==> src/rtl/tdm6_tx_pkg.sv <==
package tdm6_tx_pkg;
    localparam int DEF_WORD_W    = 24;
    localparam int DEF_SLOT_W    = 32;
    localparam int DEF_NUM_SLOTS = 6;
    localparam int DEF_FRAME_LEN = 256;
endpackage

==> src/rtl/tdm6_bit_timer.sv <==
module tdm6_bit_timer #(
    parameter  int FRAME_LEN = tdm6_tx_pkg::DEF_FRAME_LEN,
    localparam int CNT_W     = $clog2(FRAME_LEN)
) (
    input  logic             clk,
    input  logic             rst_n,
    input  logic             bclk_i,
    output logic             fall_o,
    output logic             frame_start_o,
    output logic [CNT_W-1:0] cnt_next_o,
    output logic [CNT_W-1:0] cnt_o
);
    typedef struct packed {
        logic             bclk_prev;
        logic [CNT_W-1:0] cnt;
    } timer_t;

    timer_t s_d, s_q;

    always_comb begin
        s_d           = s_q;
        s_d.bclk_prev = bclk_i;
        fall_o        = s_q.bclk_prev && !bclk_i;
        cnt_next_o    = (s_q.cnt == CNT_W'(FRAME_LEN - 1)) ? '0 : s_q.cnt + CNT_W'(1);
        if (fall_o) begin
            s_d.cnt = cnt_next_o;
        end
        frame_start_o = fall_o && (cnt_next_o == '0);
    end

    always_ff @(posedge clk or negedge rst_n) begin
        if (!rst_n) begin
            s_q.bclk_prev <= 1'b0;
            s_q.cnt       <= CNT_W'(FRAME_LEN - 1);
        end else begin
            s_q <= s_d;
        end
    end

    assign cnt_o = s_q.cnt;
endmodule

==> src/rtl/tdm6_sample_store.sv <==
module tdm6_sample_store #(
    parameter  int WORD_W    = tdm6_tx_pkg::DEF_WORD_W,
    parameter  int NUM_SLOTS = tdm6_tx_pkg::DEF_NUM_SLOTS,
    localparam int SET_W     = WORD_W * NUM_SLOTS
) (
    input  logic             clk,
    input  logic             rst_n,
    input  logic             frame_start_i,
    input  logic             s_valid_i,
    output logic             s_ready_o,
    input  logic [SET_W-1:0] s_data_i,
    output logic [SET_W-1:0] words_o,
    output logic             underrun_o
);
    typedef struct packed {
        logic             pend_full;
        logic [SET_W-1:0] pend;
        logic [SET_W-1:0] active;
        logic             underrun;
    } store_t;

    store_t s_d, s_q;

    assign s_ready_o = !s_q.pend_full;

    always_comb begin
        s_d = s_q;
        if (frame_start_i) begin
            if (s_q.pend_full) begin
                s_d.active    = s_q.pend;
                s_d.pend_full = 1'b0;
                s_d.underrun  = 1'b0;
            end else begin
                s_d.underrun  = 1'b1;
            end
        end
        if (s_valid_i && s_ready_o) begin
            s_d.pend      = s_data_i;
            s_d.pend_full = 1'b1;
        end
    end

    always_ff @(posedge clk or negedge rst_n) begin
        if (!rst_n) begin
            s_q <= '0;
        end else begin
            s_q <= s_d;
        end
    end

    assign words_o    = s_q.active;
    assign underrun_o = s_q.underrun;

    AST_ACCEPT_BLOCKS: assert property (@(posedge clk) disable iff (!rst_n)
        (s_valid_i && s_ready_o) |=> !s_ready_o);
    AST_UNDERRUN_AT_START: assert property (@(posedge clk) disable iff (!rst_n)
        !frame_start_i |=> $stable(underrun_o));
endmodule

==> src/rtl/tdm6_slot_serializer.sv <==
module tdm6_slot_serializer #(
    parameter  int WORD_W    = tdm6_tx_pkg::DEF_WORD_W,
    parameter  int SLOT_W    = tdm6_tx_pkg::DEF_SLOT_W,
    parameter  int NUM_SLOTS = tdm6_tx_pkg::DEF_NUM_SLOTS,
    parameter  int FRAME_LEN = tdm6_tx_pkg::DEF_FRAME_LEN,
    localparam int CNT_W     = $clog2(FRAME_LEN),
    localparam int SET_W     = WORD_W * NUM_SLOTS
) (
    input  logic             clk,
    input  logic             rst_n,
    input  logic             fall_i,
    input  logic [CNT_W-1:0] cnt_next_i,
    input  logic [SET_W-1:0] words_i,
    output logic             fs_o,
    output logic             sd_o
);
    localparam int HALF_LEN = FRAME_LEN / 2;
    localparam int SPH      = NUM_SLOTS / 2;
    localparam int USED_LEN = SPH * SLOT_W;
    localparam int SEL_W    = $clog2(NUM_SLOTS + 1);
    localparam int BIT_W    = $clog2(WORD_W);

    logic [WORD_W-1:0] word_arr [NUM_SLOTS];

    for (genvar g = 0; g < NUM_SLOTS; g++) begin : g_unpack
        assign word_arr[g] = words_i[g*WORD_W +: WORD_W];
    end

    typedef struct packed {
        logic fs;
        logic sd;
    } ser_t;

    ser_t s_d, s_q;

    logic             upper;
    logic [CNT_W-1:0] pos;
    logic [CNT_W-1:0] offs;
    logic [CNT_W-1:0] slot_sel;
    logic [SEL_W-1:0] slot_idx;
    logic [BIT_W-1:0] bit_idx;
    logic             bit_val;

    always_comb begin
        upper    = (cnt_next_i >= CNT_W'(HALF_LEN));
        pos      = upper ? cnt_next_i - CNT_W'(HALF_LEN) : cnt_next_i;
        offs     = pos % CNT_W'(SLOT_W);
        slot_sel = pos / CNT_W'(SLOT_W) + (upper ? CNT_W'(SPH) : '0);
        slot_idx = SEL_W'(slot_sel);
        bit_idx  = BIT_W'(CNT_W'(WORD_W) - offs);
        bit_val  = 1'b0;
        if ((pos < CNT_W'(USED_LEN)) && (offs >= CNT_W'(1)) && (offs <= CNT_W'(WORD_W))) begin
            bit_val = word_arr[slot_idx][bit_idx];
        end
        s_d = s_q;
        if (fall_i) begin
            s_d.fs = upper;
            s_d.sd = bit_val;
        end
    end

    always_ff @(posedge clk or negedge rst_n) begin
        if (!rst_n) begin
            s_q <= '0;
        end else begin
            s_q <= s_d;
        end
    end

    assign fs_o = s_q.fs;
    assign sd_o = s_q.sd;
endmodule

==> src/rtl/tdm6_tx.sv <==
module tdm6_tx #(
    parameter  int WORD_W    = tdm6_tx_pkg::DEF_WORD_W,
    parameter  int SLOT_W    = tdm6_tx_pkg::DEF_SLOT_W,
    parameter  int NUM_SLOTS = tdm6_tx_pkg::DEF_NUM_SLOTS,
    parameter  int FRAME_LEN = tdm6_tx_pkg::DEF_FRAME_LEN,
    localparam int SET_W     = WORD_W * NUM_SLOTS
) (
    input  logic             clk,
    input  logic             rst_n,
    input  logic             bclk,
    input  logic             s_valid,
    output logic             s_ready,
    input  logic [SET_W-1:0] s_data,
    output logic             tdm_fs,
    output logic             tdm_sd,
    output logic             underrun
);
    localparam int CNT_W = $clog2(FRAME_LEN);

    logic             bclk_fall;
    logic             frame_start;
    logic [CNT_W-1:0] cnt_next;
    logic [CNT_W-1:0] cnt_q;
    logic [SET_W-1:0] words;

    tdm6_bit_timer #(.FRAME_LEN(FRAME_LEN)) u_timer (
        .clk(clk), .rst_n(rst_n), .bclk_i(bclk),
        .fall_o(bclk_fall), .frame_start_o(frame_start),
        .cnt_next_o(cnt_next), .cnt_o(cnt_q)
    );

    tdm6_sample_store #(.WORD_W(WORD_W), .NUM_SLOTS(NUM_SLOTS)) u_store (
        .clk(clk), .rst_n(rst_n), .frame_start_i(frame_start),
        .s_valid_i(s_valid), .s_ready_o(s_ready), .s_data_i(s_data),
        .words_o(words), .underrun_o(underrun)
    );

    tdm6_slot_serializer #(
        .WORD_W(WORD_W), .SLOT_W(SLOT_W), .NUM_SLOTS(NUM_SLOTS), .FRAME_LEN(FRAME_LEN)
    ) u_ser (
        .clk(clk), .rst_n(rst_n), .fall_i(bclk_fall), .cnt_next_i(cnt_next),
        .words_i(words), .fs_o(tdm_fs), .sd_o(tdm_sd)
    );

    AST_OUT_QUIET: assert property (@(posedge clk) disable iff (!rst_n)
        !bclk_fall |=> ($stable(tdm_fs) && $stable(tdm_sd)));
    AST_FS_RISE_MID: assert property (@(posedge clk) disable iff (!rst_n)
        $rose(tdm_fs) |-> (cnt_q == CNT_W'(FRAME_LEN / 2)));
    AST_FS_FALL_START: assert property (@(posedge clk) disable iff (!rst_n)
        $fell(tdm_fs) |-> (cnt_q == '0));
    AST_SLOT_LEAD_ZERO: assert property (@(posedge clk) disable iff (!rst_n)
        bclk_fall |=> (((cnt_q & CNT_W'(SLOT_W - 1)) == '0) -> !tdm_sd));
endmodule

==> config.mk <==
export PLATFORM = sky130hd
export DESIGN_NAME = tdm6_tx
export DESIGN_NICKNAME = d
export VERILOG_FILES = /design/src/rtl/tdm6_tx_pkg.sv /design/src/rtl/tdm6_bit_timer.sv /design/src/rtl/tdm6_sample_store.sv /design/src/rtl/tdm6_slot_serializer.sv /design/src/rtl/tdm6_tx.sv
export SDC_FILE = /design/constraint.sdc
export NUM_CORES = 1
export LEC_CHECK = 0
export ABC_CLOCK_PERIOD_IN_PS = 11500
export BUFFER_PORTS_ARGS = -buffer_cell sky130_fd_sc_hd__buf_2
export CORE_MARGIN = 2
export CORE_UTILIZATION = 63
export CTS_BUF_LIST = sky130_fd_sc_hd__clkbuf_16
export DETAILED_ROUTE_END_ITERATION = 6
export GPL_ROUTABILITY_DRIVEN = 0
export PLACE_DENSITY = 0.94
export SYNTH_ARGS = -nofsm -noshare
export SYNTH_HDL_FRONTEND = slang
export SYNTH_SLANG_ARGS = --single-unit
export TNS_END_PERCENT = 30
==> constraint.sdc <==
create_clock -name clk -period 11.5 [get_ports clk]
set_input_delay 1.15 -clock clk [delete_from_list [all_inputs] [get_ports clk]]
set_output_delay 1.15 -clock clk [all_outputs]
set_load 0.02 [all_outputs]
==> summary.txt, run 1 <==
status = finished clean
Post-CTS Setup Bufs = 0
Power Density = 210 nW/um^2
Die Span X = 148 um
Critical Path RT = 11.95 ns
Reg clk slew, reported paths = 0.06 ns
routing usage on met1 = 36.6%
Synth area leaders = dfrtp_1, mux2_2, mux2_4, mux4_2, mux2i_1
Mapped Cells = 838
initial antenna violation count = 0
Wirelength per Cell = 22.1 um
Die Height = 148 um
synthesis-stage register bit count = 301
depth of the CTS H-tree = 1
CTS tree = yes
Yosys top cell area share = 56.4%
FFs w/ async S/R, synth = 100%
Net count, final = 1127
max-cap violations = 0
crit-path max FO = 26
Final period util = 42.0%
routed vias/inst = 6.01
Fin Setup TNS = 0 ns
crit-path cells = and3_1 > nand3_2 > xnor2_1 > nor2_1 > ha_4 > inv_1 > fa_1 > buf_4 > nand2b_1 > o21ai_0 > o21ai_0 > a2111oi_0 > or4_1 > o211ai_1 > o211ai_1
hold_buf cts = 0
peak supply drop = 0.160 mV
Worst-Skew Late Latency = 0.54 ns
die area = 21800 um^2
DR iter-0 viols = 659
gr busiest metal = met2
gr ovfl total = 0
post-route ant nets = 0
Max Freq = 207 MHz
IO Count = 152
CP startpoint = u_timer.cnt_o[2]$_DFFE_PN1P_
Num Clock Sinks = 301
met2 usage in global routing = 42.5%
Mapped Area = 13000 um^2
critical hold path startpoint = u_store.s_q[170]$_DFFE_PN0P_
design area = 14800 um^2
Fillers = 1151
Post-Syn Nets = 990
Post-synth EDFFs = 0
clk buf depth = 3
Worst Clk Skew = 0.0181 ns
layout cells sized above 1 = 53.5%
vias in the first global route = 8277
row count = 52
Synth cell types = 53
gr usage total = 26.6%
DRC violations left = 0
CTS Buf Count = 29
register share of total power = 48.8%
first-pass iteration count of the detailed router = 5
IO buf count = 151
crit path DAT = 5.28 ns
slew of the pin with the lowest slew margin = 1.09 ns
first-pass GRT wire length = 45.0 mm
sw power = 0.000871 W
Synth-to-Final Area Change = 14.1%
Combinational Power Share = 20.9%
Reg-to-Reg Start = u_timer.cnt_o[2]$_DFFE_PN1P_
sequential cell area fraction in the yosys report = 58.0%
Leak = 7.26 nW
clk root buf = clkbuf_16
CP startpoint kind = flip-flop
Hold Crit Class = flip-flop to flip-flop
Synth Warn # = 0
switching share of power = 27.9%
relative slew slack = 27.4%
via count = 7617
Setup Viol. Count Final = 0
final hold vios = 0
drt total wl = 28.0 mm
largest area contributor in the netlist = dfrtp_1
Slew Limit Fails = 0
Initial Utilization = 64.3%
crit path max-delay cell type = dfstp_2
slowest cell delay on critical path = 0.78 ns
clock share of power = 30.2%
Crit. End Element = flip-flop
Synth Flop Type = dfrtp_1
post-CTS resize count = 0
synthesized area per cell = 15.5 um^2
Setup CP Type = flip-flop to flip-flop
Final HPWL DP = 18.0 mm
Core ar. = 20200 um^2
Inserted Diodes = 0
Post-Place Cell Area = 13900 um^2
M3 GR Usage = 3.95%
largest net degree at the start of global routing = 130
Pint = 0.00225 W
unrepaired setup endpoints after global routing = no
clock period minus worst slack = 4.83 ns
-- state kept, by name (all words and copies together) (netlist names) --
signal              flops
u_timer.s_q             1
u_store.words_o       144
u_store.underrun_o      1
u_ser.fs_o              1
u_ser.sd_o              1
u_timer.cnt_o           8
u_store.s_q           145
-- stage by stage --
stage	util (%)	total power (W)	worst slack (ns)	hold WS, ns	std cells
after global placement	68.7	0.00212	7.12	0.471	1214
after floorplan	-	0.00195	7.62	0.474	838
after CTS	73.3	0.00313	6.73	0.495	1268
final	73.3	0.00312	6.67	0.496	1268
after global routing	73.3	0.00325	6.28	0.519	1268
after detailed placement	68.7	0.00217	6.94	0.492	1214
-- cells in the mapped netlist (3+ instances only) --
cell / count
o211ai_1: 4
mux4_2: 24
dfrtp_1: 293
o22ai_1: 3
o21a_1: 7
nand2_1: 20
nand3_1: 4
clkbuf_1: 25
nor3_1: 3
buf_4: 4
o221ai_1: 4
inv_1: 7
mux2_2: 240
xor2_1: 5
a21oi_1: 9
mux2i_1: 23
dfstp_2: 8
o21ai_0: 17
buf_2: 12
buf_6: 9
nand2b_1: 3
mux2_4: 49
ha_1: 3
nor2_1: 19
xnor2_1: 8
-- cells in the final DEF (no fill, tap or decap), drive strengths merged, types with 5 or more instances in the layout --
cell	instances
xor2	5
nand3	5
o21a	7
xnor2	8
dfstp	8
mux4	24
inv	16
nand2	21
nor2	19
dfrtp	293
mux2i	23
o21ai	19
mux2	289
a21oi	9
clkinv	12
buf	157
clkbuf	29
-- critical path: cells and delay by family (launching register included) --
family	cells	cell delay, ns
AOI/OAI and AO/OA	5	1.27
DFF	1	0.78
xor gates and xnor gates	1	0.16
adders and majority gates	2	0.68
and+or+nand+nor	5	1.43
buffers and inverters	2	0.39
-- worst paths after layout --
kind                                              endpoint  depth (start not counted)  slack [ns]
setup / recovery                    u_ser.sd_o$_DFFE_PN0P_                         15        6.67
hold / removal             u_store.words_o[25]$_DFFE_PN0P_                          1        0.50
setup reg to reg                    u_ser.sd_o$_DFFE_PN0P_                         15        6.67
hold reg to reg            u_store.words_o[25]$_DFFE_PN0P_                          1        0.50
max in group asynchronous  u_store.words_o[41]$_DFFE_PN0P_                          2        9.14
min in group asynchronous     u_store.s_q[263]$_DFFE_PN0P_                          1        0.71
-- final cells by class --
cell class,count,area [um^2],share of cell area [%]
clock buffer,29,726,4.89
clock inverter,25,220,1.48
multi-input combinational,479,5180,34.9
inverter,7,26.3,0.177
timing repair buffer,157,811,5.46
sequential,301,7540,50.8
tap,270,338,2.28
-- power groups by stage --
| stage | clock, W | combinational, W | sequential [W] |
|---|---|---|---|
| 6_report | 0.000943 | 0.000653 | 0.00152 |
| 3_3_place_gp | 0 | 0.000607 | 0.00151 |
| 4_1_cts | 0.000953 | 0.000653 | 0.00152 |
| 5_1_grt | 0.000999 | 0.000702 | 0.00155 |
| 2_1_floorplan | 0 | 0.000512 | 0.00144 |
| 3_5_place_dp | 0 | 0.000636 | 0.00153 |
-- cells by family (layout without fill, tap and decap cells) --
logic type               after synthesis  count (layout)  synth area share (%)
AND/OR/NAND/NOR                       64              64                  2.65
buffers and inverters                 58             218                  2.43
AO/OA/AOI/OAI                         62              62                  3.22
flip-flops                           301             301                  58.0
multiplexers                         336             336                  32.4
XOR/XNOR                              13              13                 0.876
adder cells (fa/ha/maj)                4               4                 0.443
-- layer usage --
metal	vias to the layer above	part of all wire [%]
li1	3316	-
met1	3923	42
met2	288	48
met3	90	5.1
met4	0	5.0
met5	-	0
Power figures use the tool's default switching activity.
==> run 2: changes to the inputs <==
--- a/config.mk
+++ b/config.mk
@@ -5,14 +5,14 @@
 export SDC_FILE = /design/constraint.sdc
 export NUM_CORES = 1
 export LEC_CHECK = 0
-export ABC_CLOCK_PERIOD_IN_PS = 11500
+export ABC_CLOCK_PERIOD_IN_PS = 4200
 export BUFFER_PORTS_ARGS = -buffer_cell sky130_fd_sc_hd__buf_2
 export CORE_MARGIN = 2
-export CORE_UTILIZATION = 63
+export CORE_UTILIZATION = 53
 export CTS_BUF_LIST = sky130_fd_sc_hd__clkbuf_16
 export DETAILED_ROUTE_END_ITERATION = 6
 export GPL_ROUTABILITY_DRIVEN = 0
-export PLACE_DENSITY = 0.94
+export PLACE_DENSITY = 0.85
 export SYNTH_ARGS = -nofsm -noshare
 export SYNTH_HDL_FRONTEND = slang
 export SYNTH_SLANG_ARGS = --single-unit
==> constraint.sdc (replaced) <==
create_clock -name clk -period 4.2 [get_ports clk]
set_input_delay 0.42 -clock clk [delete_from_list [all_inputs] [get_ports clk]]
set_output_delay 0.42 -clock clk [all_outputs]
set_load 0.02 [all_outputs]
==> summary.txt, run 2 (synthesis gave the netlist of run 1 again) <==
largest net degree at the start of global routing = 139
Die Height = 161 um
DRC violations left = 0
Worst-Skew Late Latency = 0.56 ns
Net count, final = 1140
Synth-to-Final Area Change = 15.7%
CP startpoint kind = flip-flop
Setup Viol. Count Final = 0
design area = 15000 um^2
gr usage total = 21.8%
Power Density = 563 nW/um^2
Inserted Diodes = 0
Setup CP Type = flip-flop to flip-flop
crit path DAT = 4.41 ns
status = finished clean
Leak = 7.33 nW
die area = 25800 um^2
Initial Utilization = 53.8%
IO buf count = 151
clock period minus worst slack = 3.94 ns
post-route total power = 0.00847 W
Die Span X = 161 um
Max Freq = 254 MHz
vias in the first global route = 7905
row count = 57
max FFs per register = 145
drt total wl = 27.5 mm
peak supply drop = 0.365 mV
initial antenna violation count = 0
clk root buf = clkbuf_16
crit-path max FO = 5
routed vias/inst = 5.61
slew of the pin with the lowest slew margin = 1.01 ns
relative slew slack = 32.5%
via count = 7499
Largest Register = u_store.s_q
DR iter-0 viols = 528
IO Count = 152
unrepaired setup endpoints after global routing = no
Final HPWL DP = 18.6 mm
final core utilization = 62.2%
Worst Clk Skew = 0.0103 ns
CTS tree = yes
max-cap violations = 0
Slew Limit Fails = 0
final hold vios = 0
post-route ant nets = 0
most frequent cells in the layout = dfrtp_1, mux2_2, buf_2, mux2_4, clkbuf_16
Finished Layout Cells = 1336
layout cells sized above 1 = 53.2%
most common cell after layout, fill and taps aside = dfrtp_1
Fin Setup TNS = 0 ns
Num Clock Sinks = 301
Post-Place Cell Area = 14100 um^2
clk buf depth = 3
CTS Buf Count = 30
Crit. End Element = flip-flop
first-pass iteration count of the detailed router = 5
Final period util = 93.8%
Placed Cells = 1279
Critical Path RT = 4.67 ns
Post-CTS Setup Bufs = 0
first-pass GRT wire length = 44.0 mm
gr ovfl total = 0
Reg clk slew, reported paths = 0.06 ns
Hold Crit Class = input port to async pin
Reg2Reg Setup Slack = 0.26 ns
depth of the CTS H-tree = 1
Wirelength per Cell = 20.6 um
Core ar. = 24200 um^2
[run 2: area by class of cell]
| type | count | area [um^2] |
|---|---|---|
| Timing Repair Buffer | 169 | 978 |
| Clock inverter | 26 | 168 |
| Tap cell | 324 | 405 |
| Multi-Input combinational cell | 479 | 5180 |
| Sequential cell | 301 | 7540 |
| Fill cell | 1710 | 9130 |
| Clock buffer | 30 | 751 |
| Inverter | 7 | 26.3 |
[run 2: worst paths after layout]
path | startpoint | to | depth (start not counted)
worst max-delay path | u_timer.cnt_o[0]$_DFFE_PN1P_ | u_ser.sd_o$_DFFE_PN0P_ | 14
worst min-delay path | rst_n | u_store.s_q[178]$_DFFE_PN0P_ | 1
worst max register to register | u_timer.cnt_o[0]$_DFFE_PN1P_ | u_ser.sd_o$_DFFE_PN0P_ | 14
worst min register to register | u_ser.fs_o$_DFFE_PN0P_ | u_ser.fs_o$_DFFE_PN0P_ | 1
max in group asynchronous | rst_n | u_store.s_q[197]$_DFFE_PN0P_ | 2
min in group clk | s_data[107] | u_store.s_q[252]$_DFFE_PN0P_ | 2
[run 2: repair_timing]
| item | CTS | global route |
|---|---|---|
| hold endpoints to repair | 1 | 0 |
| setup endpoints to repair | 0 | 0 |
| hold buffers | 1 | 0 |
| resized for setup | 0 | 0 |
[run 2: critical path, stage by stage (launching register included)]
cell and delay (ns):
dfstp_2 0.56, and3_1 0.21, nand3_2 0.14, o31ai_2 0.45, ha_4 0.20, inv_1 0.04, fa_1 0.65, buf_4 0.21
mux4_2 0.20, nand2_1 0.06, o211ai_1 0.13, or3b_2 0.46, a221oi_1 0.27, o2111ai_1 0.13, o211ai_1 0.12
[run 2: power breakdown]
part           switching (W)  total (W)  internal (W)  leakage (nW)
Clock                0.00108    0.00249       0.00141         0.480
Sequential          0.000497    0.00415       0.00366          3.91
Combinational       0.000778    0.00182       0.00104          2.94
Total                0.00236    0.00847       0.00611          7.33
[run 2: metrics by stage]
stage | hold WS, ns | setup slack [ns]
final | 0.00510 | 0.259
after CTS | 0.0494 | 0.285
after global placement | 0.473 | 0.421
after detailed placement | 0.486 | 0.320
after global routing | 0.0842 | 0.0765
after floorplan | 0.124 | 0.323
[run 2: layer usage]
| layer | up-vias | track usage (%) | part of all wire, % | wire length (um) |
|---|---|---|---|---|
| li1 | 3356 | - | - | - |
| met1 | 3848 | 29.6 | 42 | 11600 |
| met3 | 65 | 3.38 | 4.8 | 1310 |
| met2 | 230 | 36.4 | 50 | 13600 |
| met5 | - | 0 | 0 | 0 |
| met4 | 0 | 7.53 | 3.7 | 1020 |
